**config.mk**
```make
export PLATFORM = sky130hd
export DESIGN_NAME = cache_refill_arbiter
export DESIGN_NICKNAME = d
export VERILOG_FILES = /design/src/rtl/cache_refill_pkg.sv /design/src/rtl/refill_max_pick.sv /design/src/rtl/refill_ctrl.sv /design/src/rtl/refill_datapath.sv /design/src/rtl/cache_refill_arbiter.sv
export SDC_FILE = /design/constraint.sdc
export NUM_CORES = 1
export LEC_CHECK = 0
export BUFFER_PORTS_ARGS = -buffer_cell sky130_fd_sc_hd__buf_4
export CORE_MARGIN = 2
export CORE_UTILIZATION = 48
export CTS_CLUSTER_SIZE = 25
export DETAILED_ROUTE_END_ITERATION = 8
export GPL_ROUTABILITY_DRIVEN = 0
export GPL_TIMING_DRIVEN = 0
export HOLD_SLACK_MARGIN = 0.1
export PLACE_DENSITY = 0.69
export SETUP_SLACK_MARGIN = 0.4
export SLEW_MARGIN = 20
export SYNTH_ARGS = -nofsm -noshare
export SYNTH_HDL_FRONTEND = slang
export SYNTH_SLANG_ARGS = --single-unit
```
**constraint.sdc**
```tcl
create_clock -name clk -period 8.4 [get_ports clk]
set_clock_uncertainty 0.2 [all_clocks]
set_input_delay 1.26 -clock clk [delete_from_list [all_inputs] [get_ports clk]]
set_output_delay 1.26 -clock clk [all_outputs]
set_load 0.02 [all_outputs]
```
**src/rtl/cache_refill_pkg.sv**
```systemverilog
package cache_refill_pkg;

  // Strobes the control side hands to the counter datapath.
  typedef struct packed {
    logic fetchFire;   // a refill block is issued this timeslot
  } refillStrobes_t;

endpackage

```
**src/rtl/refill_max_pick.sv**
```systemverilog
module refill_max_pick #(
  parameter int NQ = 4,
  parameter int CW = 4,
  parameter int QW = 2
) (
  input  logic [NQ*CW-1:0] deficits,
  input  logic [NQ-1:0]    eligible,
  output logic             anyValid,
  output logic [QW-1:0]    winner
);

  logic [CW-1:0] bestDef;

  // Linear scan; strict greater-than keeps the lowest index on ties.
  always_comb begin
    anyValid = 1'b0;
    winner   = '0;
    bestDef  = '0;
    for (int k = 0; k < NQ; k++) begin
      if (eligible[k] && (!anyValid || deficits[k*CW +: CW] > bestDef)) begin
        anyValid = 1'b1;
        winner   = QW'(k);
        bestDef  = deficits[k*CW +: CW];
      end
    end
  end

endmodule

```
**src/rtl/refill_ctrl.sv**
```systemverilog
module refill_ctrl
  import cache_refill_pkg::*;
#(
  parameter int NQ  = 4,
  parameter int BLK = 4,
  parameter int CW  = 4,
  parameter int QW  = 2
) (
  input  logic             clk,
  input  logic             rstN,
  input  logic [NQ*CW-1:0] deficits,
  input  logic [NQ-1:0]    eligible,
  output refillStrobes_t   strobes,
  output logic [QW-1:0]    pickQueue
);

  localparam int SW = (BLK > 1) ? $clog2(BLK) : 1;
  localparam int GW = $clog2(BLK + 1);
  localparam logic [SW-1:0] LAST_SLOT = SW'(BLK - 1);

  logic [SW-1:0] slotCnt;
  logic          decide;
  logic          anyValid;
  logic [QW-1:0] winner;

  always_ff @(posedge clk) begin
    if (!rstN)                slotCnt <= '0;
    else if (slotCnt == LAST_SLOT) slotCnt <= '0;
    else                      slotCnt <= slotCnt + SW'(1);
  end

  assign decide = (slotCnt == LAST_SLOT);

  refill_max_pick #(.NQ(NQ), .CW(CW), .QW(QW)) uPick (
    .deficits (deficits),
    .eligible (eligible),
    .anyValid (anyValid),
    .winner   (winner)
  );

  assign strobes.fetchFire = decide & anyValid;
  assign pickQueue         = winner;

  // Independent gap counter: cycles since reset or since the last fetch.
  logic [GW-1:0] gapCnt;
  always_ff @(posedge clk) begin
    if (!rstN)                   gapCnt <= '0;
    else if (strobes.fetchFire)  gapCnt <= '0;
    else if (gapCnt != GW'(BLK)) gapCnt <= gapCnt + GW'(1);
  end

  // two fetches are never closer than one window.
  a_r2_fetch_spacing: assert property (@(posedge clk) disable iff (!rstN)
    strobes.fetchFire |-> gapCnt >= GW'(BLK - 1));

  for (genvar k = 0; k < NQ; k++) begin : g_chk
    // the chosen queue has at least the deficit of every eligible one.
    a_r3_winner_max: assert property (@(posedge clk) disable iff (!rstN)
      (strobes.fetchFire && eligible[k]) |->
        deficits[pickQueue*CW +: CW] >= deficits[k*CW +: CW]);
    // among equal deficits the lower index is taken.
    a_r4_tie_low: assert property (@(posedge clk) disable iff (!rstN)
      (strobes.fetchFire && eligible[k] &&
       deficits[pickQueue*CW +: CW] == deficits[k*CW +: CW]) |->
        pickQueue <= QW'(k));
  end

endmodule

```
**src/rtl/refill_datapath.sv**
```systemverilog
module refill_datapath
  import cache_refill_pkg::*;
#(
  parameter int NQ  = 4,
  parameter int BLK = 4,
  parameter int CAP = 8,
  parameter int CW  = 4,
  parameter int QW  = 2
) (
  input  logic             clk,
  input  logic             rstN,
  input  logic             reqValid,
  input  logic [QW-1:0]    reqQueue,
  input  logic             doneValid,
  input  logic [QW-1:0]    doneQueue,
  input  refillStrobes_t   strobes,
  input  logic [QW-1:0]    pickQueue,
  output logic [NQ*CW-1:0] deficits,
  output logic [NQ-1:0]    eligible,
  output logic [NQ*CW-1:0] levels,
  output logic             underflow
);

  localparam logic [CW-1:0] BLK_C = CW'(BLK);
  localparam logic [CW-1:0] CAP_C = CW'(CAP);

  logic [NQ-1:0] emptyHit;

  for (genvar g = 0; g < NQ; g++) begin : g_q
    logic [CW-1:0] held;
    logic [CW-1:0] inFlight;
    logic          readHit;
    logic          take;
    logic          credit;
    logic          issue;
    logic [CW-1:0] room;

    assign readHit = reqValid && (reqQueue == QW'(g));
    assign take    = readHit && (held != '0);
    assign credit  = doneValid && (doneQueue == QW'(g)) && (inFlight != '0);
    assign issue   = strobes.fetchFire && (pickQueue == QW'(g));
    assign emptyHit[g] = readHit && (held == '0);

    always_ff @(posedge clk) begin
      if (!rstN) begin
        held     <= '0;
        inFlight <= '0;
      end else begin
        held     <= held - CW'(take) + (credit ? BLK_C : '0);
        inFlight <= inFlight + (issue ? BLK_C : '0) - (credit ? BLK_C : '0);
      end
    end

    assign room                = CAP_C - held - inFlight;
    assign deficits[g*CW +: CW] = room;
    assign eligible[g]         = (room >= BLK_C);
    assign levels[g*CW +: CW]  = held;

    // held plus in-flight bytes never exceed the capacity.
    a_r10_no_overflow: assert property (@(posedge clk) disable iff (!rstN)
      ({1'b0, held} + {1'b0, inFlight}) <= {1'b0, CAP_C});
    // a fetch only ever lands on a queue with a full block of room.
    a_r5_fetch_room: assert property (@(posedge clk) disable iff (!rstN)
      issue |-> room >= BLK_C);
  end

  always_ff @(posedge clk) begin
    if (!rstN)            underflow <= 1'b0;
    else if (|emptyHit)   underflow <= 1'b1;
  end

  // once raised, the underflow flag holds until reset.
  a_r7_sticky: assert property (@(posedge clk) disable iff (!rstN)
    underflow |=> underflow);
  // an empty read is always reported on the next cycle.
  a_r7_raise: assert property (@(posedge clk) disable iff (!rstN)
    (|emptyHit) |=> underflow);

endmodule

```
**src/rtl/cache_refill_arbiter.sv**
```systemverilog
module cache_refill_arbiter
  import cache_refill_pkg::*;
#(
  parameter int NUM_QUEUES  = 4,
  parameter int BLOCK_BYTES = 4,
  parameter int QUEUE_CAP   = 8,
  localparam int QW = (NUM_QUEUES > 1) ? $clog2(NUM_QUEUES) : 1,
  localparam int CW = $clog2(QUEUE_CAP + 1)
) (
  input  logic                    clk,
  input  logic                    rstN,
  input  logic                    reqValid,
  input  logic [QW-1:0]           reqQueue,
  input  logic                    doneValid,
  input  logic [QW-1:0]           doneQueue,
  output logic                    fetchValid,
  output logic [QW-1:0]           fetchQueue,
  output logic                    underflow,
  output logic [NUM_QUEUES*CW-1:0] levels
);

  refillStrobes_t              strobes;
  logic [QW-1:0]               pickQueue;
  logic [NUM_QUEUES*CW-1:0]    deficits;
  logic [NUM_QUEUES-1:0]       eligible;

  refill_ctrl #(.NQ(NUM_QUEUES), .BLK(BLOCK_BYTES), .CW(CW), .QW(QW)) uCtrl (
    .clk       (clk),
    .rstN      (rstN),
    .deficits  (deficits),
    .eligible  (eligible),
    .strobes   (strobes),
    .pickQueue (pickQueue)
  );

  refill_datapath #(.NQ(NUM_QUEUES), .BLK(BLOCK_BYTES), .CAP(QUEUE_CAP),
                    .CW(CW), .QW(QW)) uData (
    .clk       (clk),
    .rstN      (rstN),
    .reqValid  (reqValid),
    .reqQueue  (reqQueue),
    .doneValid (doneValid),
    .doneQueue (doneQueue),
    .strobes   (strobes),
    .pickQueue (pickQueue),
    .deficits  (deficits),
    .eligible  (eligible),
    .levels    (levels),
    .underflow (underflow)
  );

  assign fetchValid = strobes.fetchFire;
  assign fetchQueue = pickQueue;

endmodule

```
Word level (Yosys, flattened, before mapping). Index checks and enable logic that the tools add are counted.

Register bits: 35. Bits in latches: 0. RAM bits: 0. Bits in read-only memories: 0. Bits of input ports: 8. Logic and storage cells: 122. Memories kept: 0.

Add/sub/neg operators: 25. Multiply operators: 0. Divide/modulo/power cells: 0. $lt $le $gt $ge: 7. Eq/ne operators: 10. Shift-type cells: 0. Muxes and demuxes: 18. Bitwise gates (word level): 2. Reductions and logical operators: 50.

Operators by type and width (count): 4-bit adder (8); 4-bit nonzero test (8); 4-bit subtractor (8); 1-bit logical AND (27); 3-bit two-way mux (8); 4-bit by 3-bit >= comparator with 1-bit output (second input constant) (4); 4-bit logical NOT (4); 4-bit by 1-bit subtractor with 4-bit output (4); 4-bit subtractor (first input constant) (4); 2-bit equality test (second input constant) (7); 4-bit greater-than comparator (3); 4-bit two-way mux (3); 2-bit by 1-bit equality test with 1-bit output (second input constant) (3); 2-bit logical NOT (3); 1-bit two-way mux (5); 2-bit two-way mux (2); 4-bit OR reduction (1); 1-bit logical NOT (3); 1-bit logical OR (3); 2-bit by 1-bit adder with 2-bit output (second input constant) (1); 2-bit OR reduction (1); 1-bit bitwise AND (1); 1-bit inverter (1).

Depth between registers and ports, before layout. Gate-level depths: netlist of the first run.

Word-level depth: 21. Depth in mapped cells: 32.

By module. From an unflattened synthesis of the first run, not the netlist that was laid out.

Cells, all modules: 254. Area total of the unflattened synthesis: 2358.5 um2.

By module, submodules not included: refill_datapath (times used 1, cells each 188, area an instance 1775.5 um2, seq. area each 500.5 um2); refill_max_pick (times used 1, cells each 60, area an instance 501.7 um2, seq. area each 0.0 um2); refill_ctrl (times used 1, cells each 6, area an instance 81.3 um2, seq. area each 40.0 um2).

Worst setup path after synthesis of the first run. OpenSTA, ideal clock, no wires.

Kind: register to output. Start: reg uData.g_q[0].held[2]. End: out fetchQueue[0]. Arrival: 4.909 ns. Data required time: 6.940 ns. Setup slack: 2.031 ns. Stages on the path, launching flop included: 28. Buffers on the path: 0. Cells stage by stage: dfxtp_1 inv_1 ha_1 inv_1 ha_1 xnor2_1 xnor2_2 nand2_2 nand2_1 ha_1 nor2b_1 o21ai_0 a32o_1 a21oi_1 a22o_1 ha_1 inv_1 a21oi_1 o21ai_0 a2bb2oi_4 nor2_4 mux2_4 ha_1 nor2b_1 o21ai_0 a21oi_1 o21ai_0 o21ai_0.

Cells in the longest elaborated chain, start to end: 16. Elaborated cells on any way between the ends: 24.

Ends and longest elaborated chain: from (decl) (RTL line refill_datapath.sv:30) `logic [CW-1:0] held;`; from (signal assigned) (RTL line refill_datapath.sv:49) `held <= held - CW'(take) + (credit ? BLK_C : '0);`; 4-bit subtractor (*) (2 in a row) (RTL line refill_datapath.sv:54) `assign room = CAP_C - held - inFlight;`; 4-bit by 3-bit >= comparator with 1-bit output (RTL line refill_datapath.sv:56) `assign eligible[g] = (room >= BLK_C);`; 4-bit two-way mux / 1-bit two-way mux (equally long branches) (RTL line refill_max_pick.sv:20) `if (eligible[k] && (!anyValid || deficits[k*CW +: CW] > bestDef)) begin`; 4-bit greater-than comparator / 1-bit logical NOT (equally long branches) (RTL line refill_max_pick.sv:20); 1-bit logical OR (RTL line refill_max_pick.sv:20); 1-bit logical AND (RTL line refill_max_pick.sv:20); 4-bit two-way mux / 1-bit two-way mux (equally long branches) (RTL line refill_max_pick.sv:20); 4-bit greater-than comparator / 1-bit logical NOT (equally long branches) (RTL line refill_max_pick.sv:20); 1-bit logical OR (RTL line refill_max_pick.sv:20); 1-bit logical AND (RTL line refill_max_pick.sv:20); 4-bit two-way mux / 1-bit two-way mux (equally long branches) (RTL line refill_max_pick.sv:20); 4-bit greater-than comparator / 1-bit logical NOT (equally long branches) (RTL line refill_max_pick.sv:20); 1-bit logical OR (RTL line refill_max_pick.sv:20); 1-bit logical AND (RTL line refill_max_pick.sv:20); 2-bit two-way mux (*) (RTL line refill_max_pick.sv:20); to (decl) (RTL line cache_refill_arbiter.sv:17) `output logic [QW-1:0] fetchQueue,`.

Mark *: on every way between the ends. The rest lies on a longest branch, timed or not.

Final worst setup path of the first run.
Start: reg uData.g_q[0].held[2]. End: out fetchQueue[1].

The elaborated chain is that of the path after synthesis.

==> implementation parameters, run 1 <==
Parameter                              Value

CTS
  H-Tree Level Count    1
  Clk_lat worst skew    between 0.2 and 0.3 ns
  CTS tree    built
  Cell at the root of the clock tree    clkbuf_8
  Count of cells resized by post-cts repair    0
  Sinks on the clock net    27
  Number of buffers created by CTS    3
  Post-CTS setup repair buffer count    0
  Clk pin slew, worst setup/hold paths    roughly 0.1 ns
  Max Root-Sink Buffers    2
  Count of hold-fix buffers inserted at cts    0

STA
  RSZ-0062 raised after global routing    no
  Final setup fails    0
  Minimum clock period after layout    a little over 7 ns
  Final Max Tran Viols    0
  Transition time of the tightest slew-check pin    0.441 ns
  Final cycle utilization of the critical path    0.853
  Setup TNS    0 ns
  Maximum clock frequency    140 MHz
  Worst-case headroom to the max-slew limit    0.704
  Fin. Hold Viols    0

Critical path
  Path type of the worst setup path    flip-flop to output pin
  Maximum fanout along the worst path    7
  Sort of element at the end of the critical path    output pin
  Worst R2R Path Depth    31
  Arrival time reported for the critical path endpoint    around 5.7 ns
  Worst-case register-to-register setup slack    between 1.5 and 2 ns
  Worst setup SP type    flip-flop
  Worst EP required    6.94 ns
  Capture point of the worst reg-to-reg path    uData.g_q[1].inFlight[3]$_SDFF_PN0_
  R2R Path Start    uData.g_q[0].held[2]$_SDFF_PN0_

Global routing
  Global-route wire length before repair    7240 µm
  GRT Total Usage    0.175
  Maximum number of pins on one net before global-route repair    16
  Global route total overflow    0
  Number of antenna violations at the first check in global routing    0
  Vias in the first global route    1617

Die
  Starting density of the core    0.489
  Die Span X    72.9 µm
  Top-level port count    28
  Die Y-Extent    72.9 µm
  Floorplan row count    25
  Core Footprint    ~0.0047 mm²
  Area of the die    between 0.005 and 0.006 mm²

Placed design
  HPWL Detailed    3550 µm
  Port Buffer Count    27

Synth
  Fraction of synthesized cell area taken by the top area cell type    0.237
  #FFs+latches synth    27
  Synth Warn #    0
  Cell types with the largest area share after synthesis    dfxtp_1 (24%), ha_1 (21%), xnor2_1 (7.3%)
  Synthesized instance count    between 200 and 300
  Top cells by count, synth    inv_1 (42), ha_1 (39), dfxtp_1 (27)
  Largest area contributor in the synthesized netlist    dfxtp_1
  Cell variety after synth    38
  Leading register cell type out of synthesis    dfxtp_1
  Async set or reset register ratio after synthesis    0
  Most frequently used cell type in the post-synthesis netlist    inv_1
  Post-synthesis instance area    roughly 0.0023 mm²
  Number of synthesized flops with an enable pin    0
  Sequential cell area fraction in the yosys report    0.237
  Synthesized Nets    306
  Avg Cell Area, Syn    9.08 µm²

Detailed routing
  Overall routed net length    4270 µm
  Post-DRT Antenna Nets    0
  Routed length per placed instance    12.7 µm
  Iteration-0 DRC count of the detailed router    33
  DRT Pass-1 Iters    4
  # DRC    0
  Routed via count    1716
  Post-DR vias/cell    5.11

Outcome
  Result of the run    finished clean

Hold path
  Startpoint of the tightest hold check path    uCtrl.slotCnt[0]$_SDFF_PP0_
  Hold-critical path depth    1
  Worst-case hold path end point    uCtrl.slotCnt[0]$_SDFF_PP0_
  Type of the worst min-delay path    flip-flop to flip-flop

Final layout
  Layout cells sized above 1    0.149
  Layout Nets    338
  Area added between synthesis and finish    13.9%
  Antenna cell count    0
  Utilization of the core after routing    0.557

Run
  Max-capacitance violation count    0
==> layout by cell type, fill, tap and decap left out, drive strengths merged, types with 2 or more instances in the layout <==
cell,synthesis,routed
inv,42,42
ha,39,39
buf,0,27
dfxtp,27,27
xnor2,21,21
and2,18,18
a21oi,13,13
nor2b,11,11
nor2,11,11
nand2,11,11
o21ai,9,9
fa,8,8
xor2,7,7
clkbuf,3,6
nor3b,4,4
nor3,3,3
nand4,2,2
a32oi,2,2
o22a,2,2
o2111ai,2,2
mux2,2,2
==> stage by stage <==
stage	setup WS [ns]	hold WS [ns]	instances	area, µm²
3_3_place_gp	1.65	0.214	332	2550
4_1_cts	1.28	0.234	336	2600
3_5_place_dp	1.63	0.221	332	2550
5_1_grt	0.708	0.263	336	2600
6_report	1.23	0.232	336	2600
2_1_floorplan	2.03	0.203	251	2280
==> per-layer routing <==
metal	up-vias	share of wire	global-route usage
met5	-	0	0
met4	0	0.011	0.0432
met3	5	0.021	0.0166
met2	20	0.46	0.277
met1	809	0.51	0.256
li1	882	-	-
==> how the worst max path moves through the flow <==
stage,from,endpoint,depth (start not counted)
CTS,uData.g_q[0].held[2]$_SDFF_PN0_,fetchQueue[1],27
global placement,uData.g_q[0].held[2]$_SDFF_PN0_,fetchQueue[1],27
detailed placement,uData.g_q[0].held[2]$_SDFF_PN0_,fetchQueue[1],27
floorplan,uData.g_q[0].held[2]$_SDFF_PN0_,fetchQueue[0],27
finish,uData.g_q[0].held[2]$_SDFF_PN0_,fetchQueue[1],27
global route,uData.g_q[0].held[2]$_SDFF_PN0_,fetchQueue[1],27
==> layout make-up <==
class                   instances  area (µm²)
fillers                       442        2060
flip-flops and latches         27         541
plain buffers                   3        11.3
clock inverters                 1        5.00
multi-input cells             179        1570
well taps                      54        67.6
inverters                      42         158
clock buffers                   3        41.3
repair buffers                 27         203
==> flip-flops by register name (all words and copies together), names as in the netlist <==
signal / cells
uData.g_q.held: 16
uData.g_q.inFlight: 8
uCtrl.slotCnt: 2
uData.underflow: 1
==> cell families (layout without fill, tap and decap cells) <==
| family | Yosys count | in the layout | share of synthesized area |
|---|---|---|---|
| compound gates | 35 | 35 | 0.105 |
| fa+ha+maj | 47 | 47 | 0.284 |
| xor+xnor | 28 | 28 | 0.117 |
| flops | 27 | 27 | 0.237 |
| mux | 3 | 3 | 0.0176 |
| buf+inv | 45 | 76 | 0.0741 |
| simple gates | 66 | 66 | 0.164 |
==> worst max-delay path, stage by stage (launching register included) <==
cell       delay [ns]
dfxtp_1          0.37
inv_1            0.07
ha_1             0.28
inv_1            0.04
ha_1             0.19
xnor2_1          0.24
xnor2_2          0.13
nand2_2          0.18
nand2_1          0.08
ha_1             0.31
nor2b_1          0.13
o21ai_0          0.11
a32oi_1          0.27
nand2_1          0.15
a32oi_1          0.28
ha_1             0.30
a21oi_1          0.15
o21ai_0          0.15
a2bb2oi_4        0.27
nor2_4           0.08
mux2_4           0.30
ha_1             0.29
nor2b_1          0.13
o21ai_0          0.13
a21oi_1          0.10
o21ai_0          0.34
o21ai_0          0.15
buf_4            0.18
Power of run 1 is not shown: default switching activity piles up to over one toggle a cycle in this logic, so the estimate is an artifact.
==> run 2: changes to the inputs <==
--- a/config.mk
+++ b/config.mk
@@ -6,6 +6,7 @@
 export NUM_CORES = 1
 export LEC_CHECK = 0
 export BUFFER_PORTS_ARGS = -buffer_cell sky130_fd_sc_hd__buf_4
+export CORE_ASPECT_RATIO = 0.5
 export CORE_MARGIN = 2
 export CORE_UTILIZATION = 48
 export CTS_CLUSTER_SIZE = 25
==> run 2 against run 1 <==
Compared with the run above: routed wire length grew 4.7%; register-to-register slack lost 0.08 ns; core utilization grew 2.5 points; largest cell class unchanged; die area grew 0.63%; via count grew 0.99%; highest routed layer unchanged; design area grew 0.67%.
==> implementation parameters, run 2 (synthesized netlist as in run 1, its figures left out) <==
Parameter                              Value

Critical path
  Sort of element at the end of the critical path    output pin
  Maximum fanout along the worst path    7 (unchanged)
  Peak per-stage delay on the critical path    0.37 ns (about the same)
  Cell with the largest stage delay on the worst path    dfxtp_1
  Total number of cells along the worst setup path    27 (unchanged)
  Path type of the worst setup path    flip-flop to output pin
  CP delay by family, top    compound AO/OA/AOI/OAI gates
  Arrival time reported for the critical path endpoint    5.80 ns (+0.09 ns)
  Buffer and inverter count on the worst path    3 (unchanged)
  Worst setup SP type    flip-flop
  Worst R2R Path Depth    31 (unchanged)
  Worst EP required    6.94 ns (about the same)

Final layout
  Top library cells by usage in the layout, fill and taps aside    inv_1 (42), ha_1 (39), buf_4 (27), dfxtp_1 (27), xnor2_1 (19)
  Registers with the most flip-flops    uData.g_q.held (16), uData.g_q.inFlight (8), uCtrl.slotCnt (2)
  Layout cells sized above 1    0.149 (unchanged)
  Layout Nets    338 (unchanged)
  Flip-flop count of the largest register after layout    16 (unchanged)
  Area added between synthesis and finish    14.7%
  Fillers    425 (-3.8%)
  Final design instance area without fill    0.00261 mm² (+0.67%)
  Most common cell after layout, fill and taps aside    inv_1
  Top reg by flops    uData.g_q.held
  Antenna cell count    0 (unchanged)

CTS
  CTS tree    built
  Sinks on the clock net    27 (unchanged)
  Clk pin slew, worst setup/hold paths    0.10 ns (about the same)
  Max Root-Sink Buffers    2 (unchanged)
  H-Tree Level Count    1 (unchanged)
  Count of cells resized by post-cts repair    0 (unchanged)
  Clk_lat worst skew    0.28 ns (about the same)
  Cell at the root of the clock tree    clkbuf_8
  Post-CTS setup repair buffer count    0 (unchanged)
  Number of buffers created by CTS    3 (unchanged)
  Count of hold-fix buffers inserted at cts    0 (unchanged)

STA
  Setup TNS    0 ns (unchanged)
  Transition time of the tightest slew-check pin    0.421 ns (-0.0197 ns)
  Final cycle utilization of the critical path    0.864 (+0.0107)
  Final Max Tran Viols    0 (unchanged)
  Maximum clock frequency    138 MHz (-1.2%)
  Minimum clock period after layout    7.26 ns (+0.0896 ns)
  RSZ-0062 raised after global routing    no
  Fin. Hold Viols    0 (unchanged)
  Final setup fails    0 (unchanged)
  Worst-case headroom to the max-slew limit    0.719 (+0.0152)

Detailed routing
  Post-DR vias/cell    4.98 (-2.5%)
  DRT Pass-1 Iters    4 (unchanged)
  Overall routed net length    4470 µm (+4.7%)
  # DRC    0 (unchanged)
  Routed via count    1733 (+0.99%)
  Routed length per placed instance    12.8 µm (+1.1%)
  Iteration-0 DRC count of the detailed router    50 (+52%)
  Post-DRT Antenna Nets    0 (unchanged)

Global routing
  Global routing met3 resource utilization    0.0413 (+0.0248)
  Met2 track demand over resource    0.327 (+0.0499)
  Number of antenna violations at the first check in global routing    0 (unchanged)
  Maximum number of pins on one net before global-route repair    17 (+1)
  Vias in the first global route    1766 (+9.2%)
  Met1 Use GR    0.241 (-0.0141)
  GRT Total Usage    0.186 (+0.0112)
  Global route total overflow    0 (unchanged)
  Most used routing layer in global routing    met2
  Global-route wire length before repair    7640 µm (+5.5%)

Placed design
  HPWL Detailed    3740 µm (+5.3%)
  Cell area after placement    0.00256 mm² (+0.59%)
  Port Buffer Count    27 (unchanged)

Die
  Top-level port count    28 (unchanged)
  Area of the die    0.00535 mm² (+0.63%)
  Die Y-Extent    52.7 µm (-28%)
  Die Span X    101 µm (+39%)
  Core Footprint    0.00449 mm² (-3.7%)
  Starting density of the core    0.508 (+0.0188)
  Floorplan row count    17 (-32%)

Run
  Max-capacitance violation count    0 (unchanged)

Hold path
  Type of the worst min-delay path    flip-flop to flip-flop
  Hold-critical path depth    1 (unchanged)

Outcome
  Result of the run    finished clean
[run 2: cell types whose count changed in the layout (fill, tap and decap cells not counted), sizes merged]
cell,change
clkinv,-1
clkinvlp,+1
[run 2: through the flow]
| step | std cells | setup slack [ns] | hold slack (ns) | utilization |
|---|---|---|---|---|
| final | 348 | 1.14 | 0.246 | 0.582 |
| after global routing | 348 | 0.699 | 0.258 | 0.582 |
| after CTS | 348 | 1.18 | 0.246 | 0.582 |
| after detailed placement | 344 | 1.51 | 0.221 | 0.572 |
| after global placement | 344 | 1.76 | 0.212 | 0.572 |
| after floorplan | 251 | 2.03 | 0.203 | - |
[run 2: path summary, 6_finish.rpt]
path                                   startpoint                             endpoint  slack [ns]
setup / recovery  uData.g_q[0].held[2]$_SDFF_PN0_                        fetchQueue[0]        1.14
hold / removal        uCtrl.slotCnt[0]$_SDFF_PP0_          uCtrl.slotCnt[0]$_SDFF_PP0_        0.25
setup reg to reg  uData.g_q[0].held[2]$_SDFF_PN0_  uData.g_q[1].inFlight[3]$_SDFF_PN0_        1.75
hold reg to reg       uCtrl.slotCnt[0]$_SDFF_PP0_          uCtrl.slotCnt[0]$_SDFF_PP0_        0.25
[run 2: layer usage]
layer / up-vias / routed length [µm]
met3: 4 / 127
met4: 0 / 17
met5: - / 0
met1: 827 / 2250
met2: 16 / 2070
li1: 886 / -
[run 2: cell type report]
type | count | area, µm² | area share
plain buffers | 3 | 11.3 | 0.00431
clock buffers | 3 | 41.3 | 0.0158
clock inverters | 1 | 7.51 | 0.00287
inverters | 42 | 158 | 0.0603
multi-input cells | 179 | 1570 | 0.601
flip-flops and latches | 27 | 541 | 0.207
well taps | 66 | 82.6 | 0.0316
repair buffers | 27 | 203 | 0.0775
[run 2: worst register-to-register path: cells and delay by family (launching register included)]
kind / cells / cell delay, ns
simple gates: 8 / 1.12
mux: 1 / 0.30
xor+xnor: 4 / 0.68
buf+inv: 2 / 0.11
fa+ha+maj: 6 / 1.88
compound gates: 10 / 1.91
flops: 1 / 0.37
Power of run 2 is left out for the same reason.
==> run 3: changes to the inputs <==
--- a/config.mk
+++ b/config.mk
@@ -5,17 +5,16 @@
 export SDC_FILE = /design/constraint.sdc
 export NUM_CORES = 1
 export LEC_CHECK = 0
-export BUFFER_PORTS_ARGS = -buffer_cell sky130_fd_sc_hd__buf_4
 export CORE_ASPECT_RATIO = 0.5
-export CORE_MARGIN = 2
 export CORE_UTILIZATION = 48
 export CTS_CLUSTER_SIZE = 25
 export DETAILED_ROUTE_END_ITERATION = 8
+export DONT_BUFFER_PORTS = 1
 export GPL_ROUTABILITY_DRIVEN = 0
 export GPL_TIMING_DRIVEN = 0
 export HOLD_SLACK_MARGIN = 0.1
-export PLACE_DENSITY = 0.69
-export SETUP_SLACK_MARGIN = 0.4
+export PLACE_DENSITY = 0.64
+export SETUP_SLACK_MARGIN = 0.05
 export SLEW_MARGIN = 20
 export SYNTH_ARGS = -nofsm -noshare
 export SYNTH_HDL_FRONTEND = slang
==> run 3 against run 2 <==
Compared with the run above: sequential share of layout area up 1.8 points; worst hold slack worse by 0.0073 ns; register-to-register slack worse by 0.06 ns; sequential cell count unchanged; core utilization down 4.6 points; via count down 8.4%; largest cell class unchanged; global-route usage down 0.16 points; cell count down 7.8%; design area down 7.9%.
==> implementation parameters, run 3 (synthesized netlist as in run 1, its figures left out) <==
Parameter                              Value

Final layout
  Most common cell after layout, fill and taps aside    inv_1
  Registers with the most flip-flops    uData.g_q.held (16), uData.g_q.inFlight (8), uCtrl.slotCnt (2)
  Top library cells by usage in the layout, fill and taps aside    inv_1 (42), ha_1 (39), dfxtp_1 (27), xnor2_1 (19), and2_1 (18)
  Top reg by flops    uData.g_q.held
  Flip-flop count of the largest register after layout    16 (unchanged)
  Layout cells sized above 1    0.0549 (-0.0940)
  Layout Nets    311 (-8.0%)
  Fillers    432 (+1.6%)
  Area added between synthesis and finish    5.60%
  Final std cells w/o fill    321 (-7.8%)
  Antenna cell count    0 (unchanged)

STA
  Min Hold Slack    0.239 ns (-0.00732 ns)
  RSZ-0062 raised after global routing    no
  Fin. Hold Viols    0 (unchanged)
  Final setup fails    0 (unchanged)
  Maximum clock frequency    138 MHz (+0.20%)
  Final Max Tran Viols    0 (unchanged)
  Setup TNS    0 ns (unchanged)
  Transition time of the tightest slew-check pin    0.684 ns (+0.263 ns)
  Worst-case headroom to the max-slew limit    0.539 (-0.180)
  Final cycle utilization of the critical path    0.862 (-0.00173)
  Minimum clock period after layout    7.24 ns (-0.0145 ns)

CTS
  H-Tree Level Count    1 (unchanged)
  Count of cells resized by post-cts repair    0 (unchanged)
  Count of hold-fix buffers inserted at cts    0 (unchanged)
  Sinks on the clock net    27 (unchanged)
  Clk_lat worst skew    0.27 ns (about the same)
  Clk pin slew, worst setup/hold paths    0.09 ns (about the same)
  Number of buffers created by CTS    3 (unchanged)
  CTS tree    built
  Post-CTS setup repair buffer count    0 (unchanged)
  Cell at the root of the clock tree    clkbuf_8
  Max Root-Sink Buffers    2 (unchanged)

Global routing
  GRT Total Usage    0.184 (-0.00164)
  Vias in the first global route    1550 (-12%)
  Global route total overflow    0 (unchanged)
  Number of antenna violations at the first check in global routing    0 (unchanged)
  Maximum number of pins on one net before global-route repair    15 (-2)
  Global-route wire length before repair    7070 µm (-7.5%)

Die
  Die Y-Extent    50.7 µm (-3.8%)
  Starting density of the core    0.508 (unchanged)
  Core Footprint    0.00449 mm² (unchanged)
  Area of the die    0.00505 mm² (-5.7%)
  Floorplan row count    17 (unchanged)
  Top-level port count    28 (unchanged)
  Die Span X    99.5 µm (-2.0%)

Run
  Max-capacitance violation count    0 (unchanged)

Hold path
  Startpoint of the tightest hold check path    uCtrl.slotCnt[0]$_SDFF_PP0_
  Type of the worst min-delay path    flip-flop to flip-flop

Critical path
  Critical path startpoint    uData.g_q[0].held[2]$_SDFF_PN0_
  Maximum fanout along the worst path    7 (unchanged)
  R2R Path Start    uData.g_q[0].held[2]$_SDFF_PN0_
  Worst-case register-to-register setup slack    1.69 ns (-0.06 ns)
  Sort of element at the end of the critical path    output pin
  Worst EP required    6.94 ns (about the same)
  Path type of the worst setup path    flip-flop to output pin
  Worst setup SP type    flip-flop
  Arrival time reported for the critical path endpoint    5.78 ns (-0.02 ns)

Placed design
  HPWL Detailed    3630 µm (-3.0%)
  Number of placed instances with taps included    317 (-7.8%)
  Port Buffer Count    0 (-100%)

Detailed routing
  Post-DRT Antenna Nets    0 (unchanged)
  DRT Pass-1 Iters    4 (unchanged)
  Routed length per placed instance    13.2 µm (+2.9%)
  Routed via count    1588 (-8.4%)
  Post-DR vias/cell    4.95 (-0.66%)
  Iteration-0 DRC count of the detailed router    48 (-4.0%)
  # DRC    0 (unchanged)
  Overall routed net length    4240 µm (-5.1%)

Outcome
  Result of the run    finished clean
run 3: layout make-up:
class	count	area, µm²	share of cell area
plain buffers	3	11.3	0.00468
well taps	66	82.6	0.0343
inverters	42	158	0.0655
clock buffers	4	45.0	0.0187
flip-flops and latches	27	541	0.225
multi-input cells	179	1570	0.652
run 3: worst paths after layout:
kind / end / cells after the start
max: fetchQueue[0] / 26
min: uCtrl.slotCnt[0]$_SDFF_PP0_ / 1
max reg2reg: uData.g_q[1].inFlight[3]$_SDFF_PN0_ / 31
min reg2reg: uCtrl.slotCnt[0]$_SDFF_PP0_ / 1
run 3: critical path, stage by stage, from the launching register on:
cell and delay (ns):
dfxtp_1 0.48, inv_1 0.11, ha_1 0.29, inv_1 0.04
ha_1 0.19, xnor2_1 0.26, xnor2_2 0.14, nand2_2 0.18
nand2_1 0.08, ha_1 0.31, nor2b_1 0.12, o21ai_0 0.10
a32oi_1 0.26, nand2_1 0.15, a32oi_1 0.29, ha_1 0.30
a21oi_1 0.14, o21ai_0 0.14, a2bb2oi_4 0.27, nor2_4 0.08
mux2_4 0.30, ha_1 0.28, nor2b_1 0.13, o21ai_0 0.15
a21oi_1 0.10, o21ai_0 0.27, o21ai_0 0.35
run 3: layer usage:
metal	track usage	routed length, µm
met5	0	0
met4	0.0294	20
met1	0.235	2110
met2	0.322	1930
met3	0.0460	178
run 3: through the flow:
stage | util | setup slack, ns | cell area [µm²]
after CTS | 0.536 | 1.13 | 2410
after detailed placement | 0.526 | 1.43 | 2360
final | 0.536 | 1.16 | 2410
after global routing | 0.536 | 0.532 | 2410
after global placement | 0.526 | 1.55 | 2360
after floorplan | - | 2.03 | 2280
Power of run 3 is left out for the same reason.
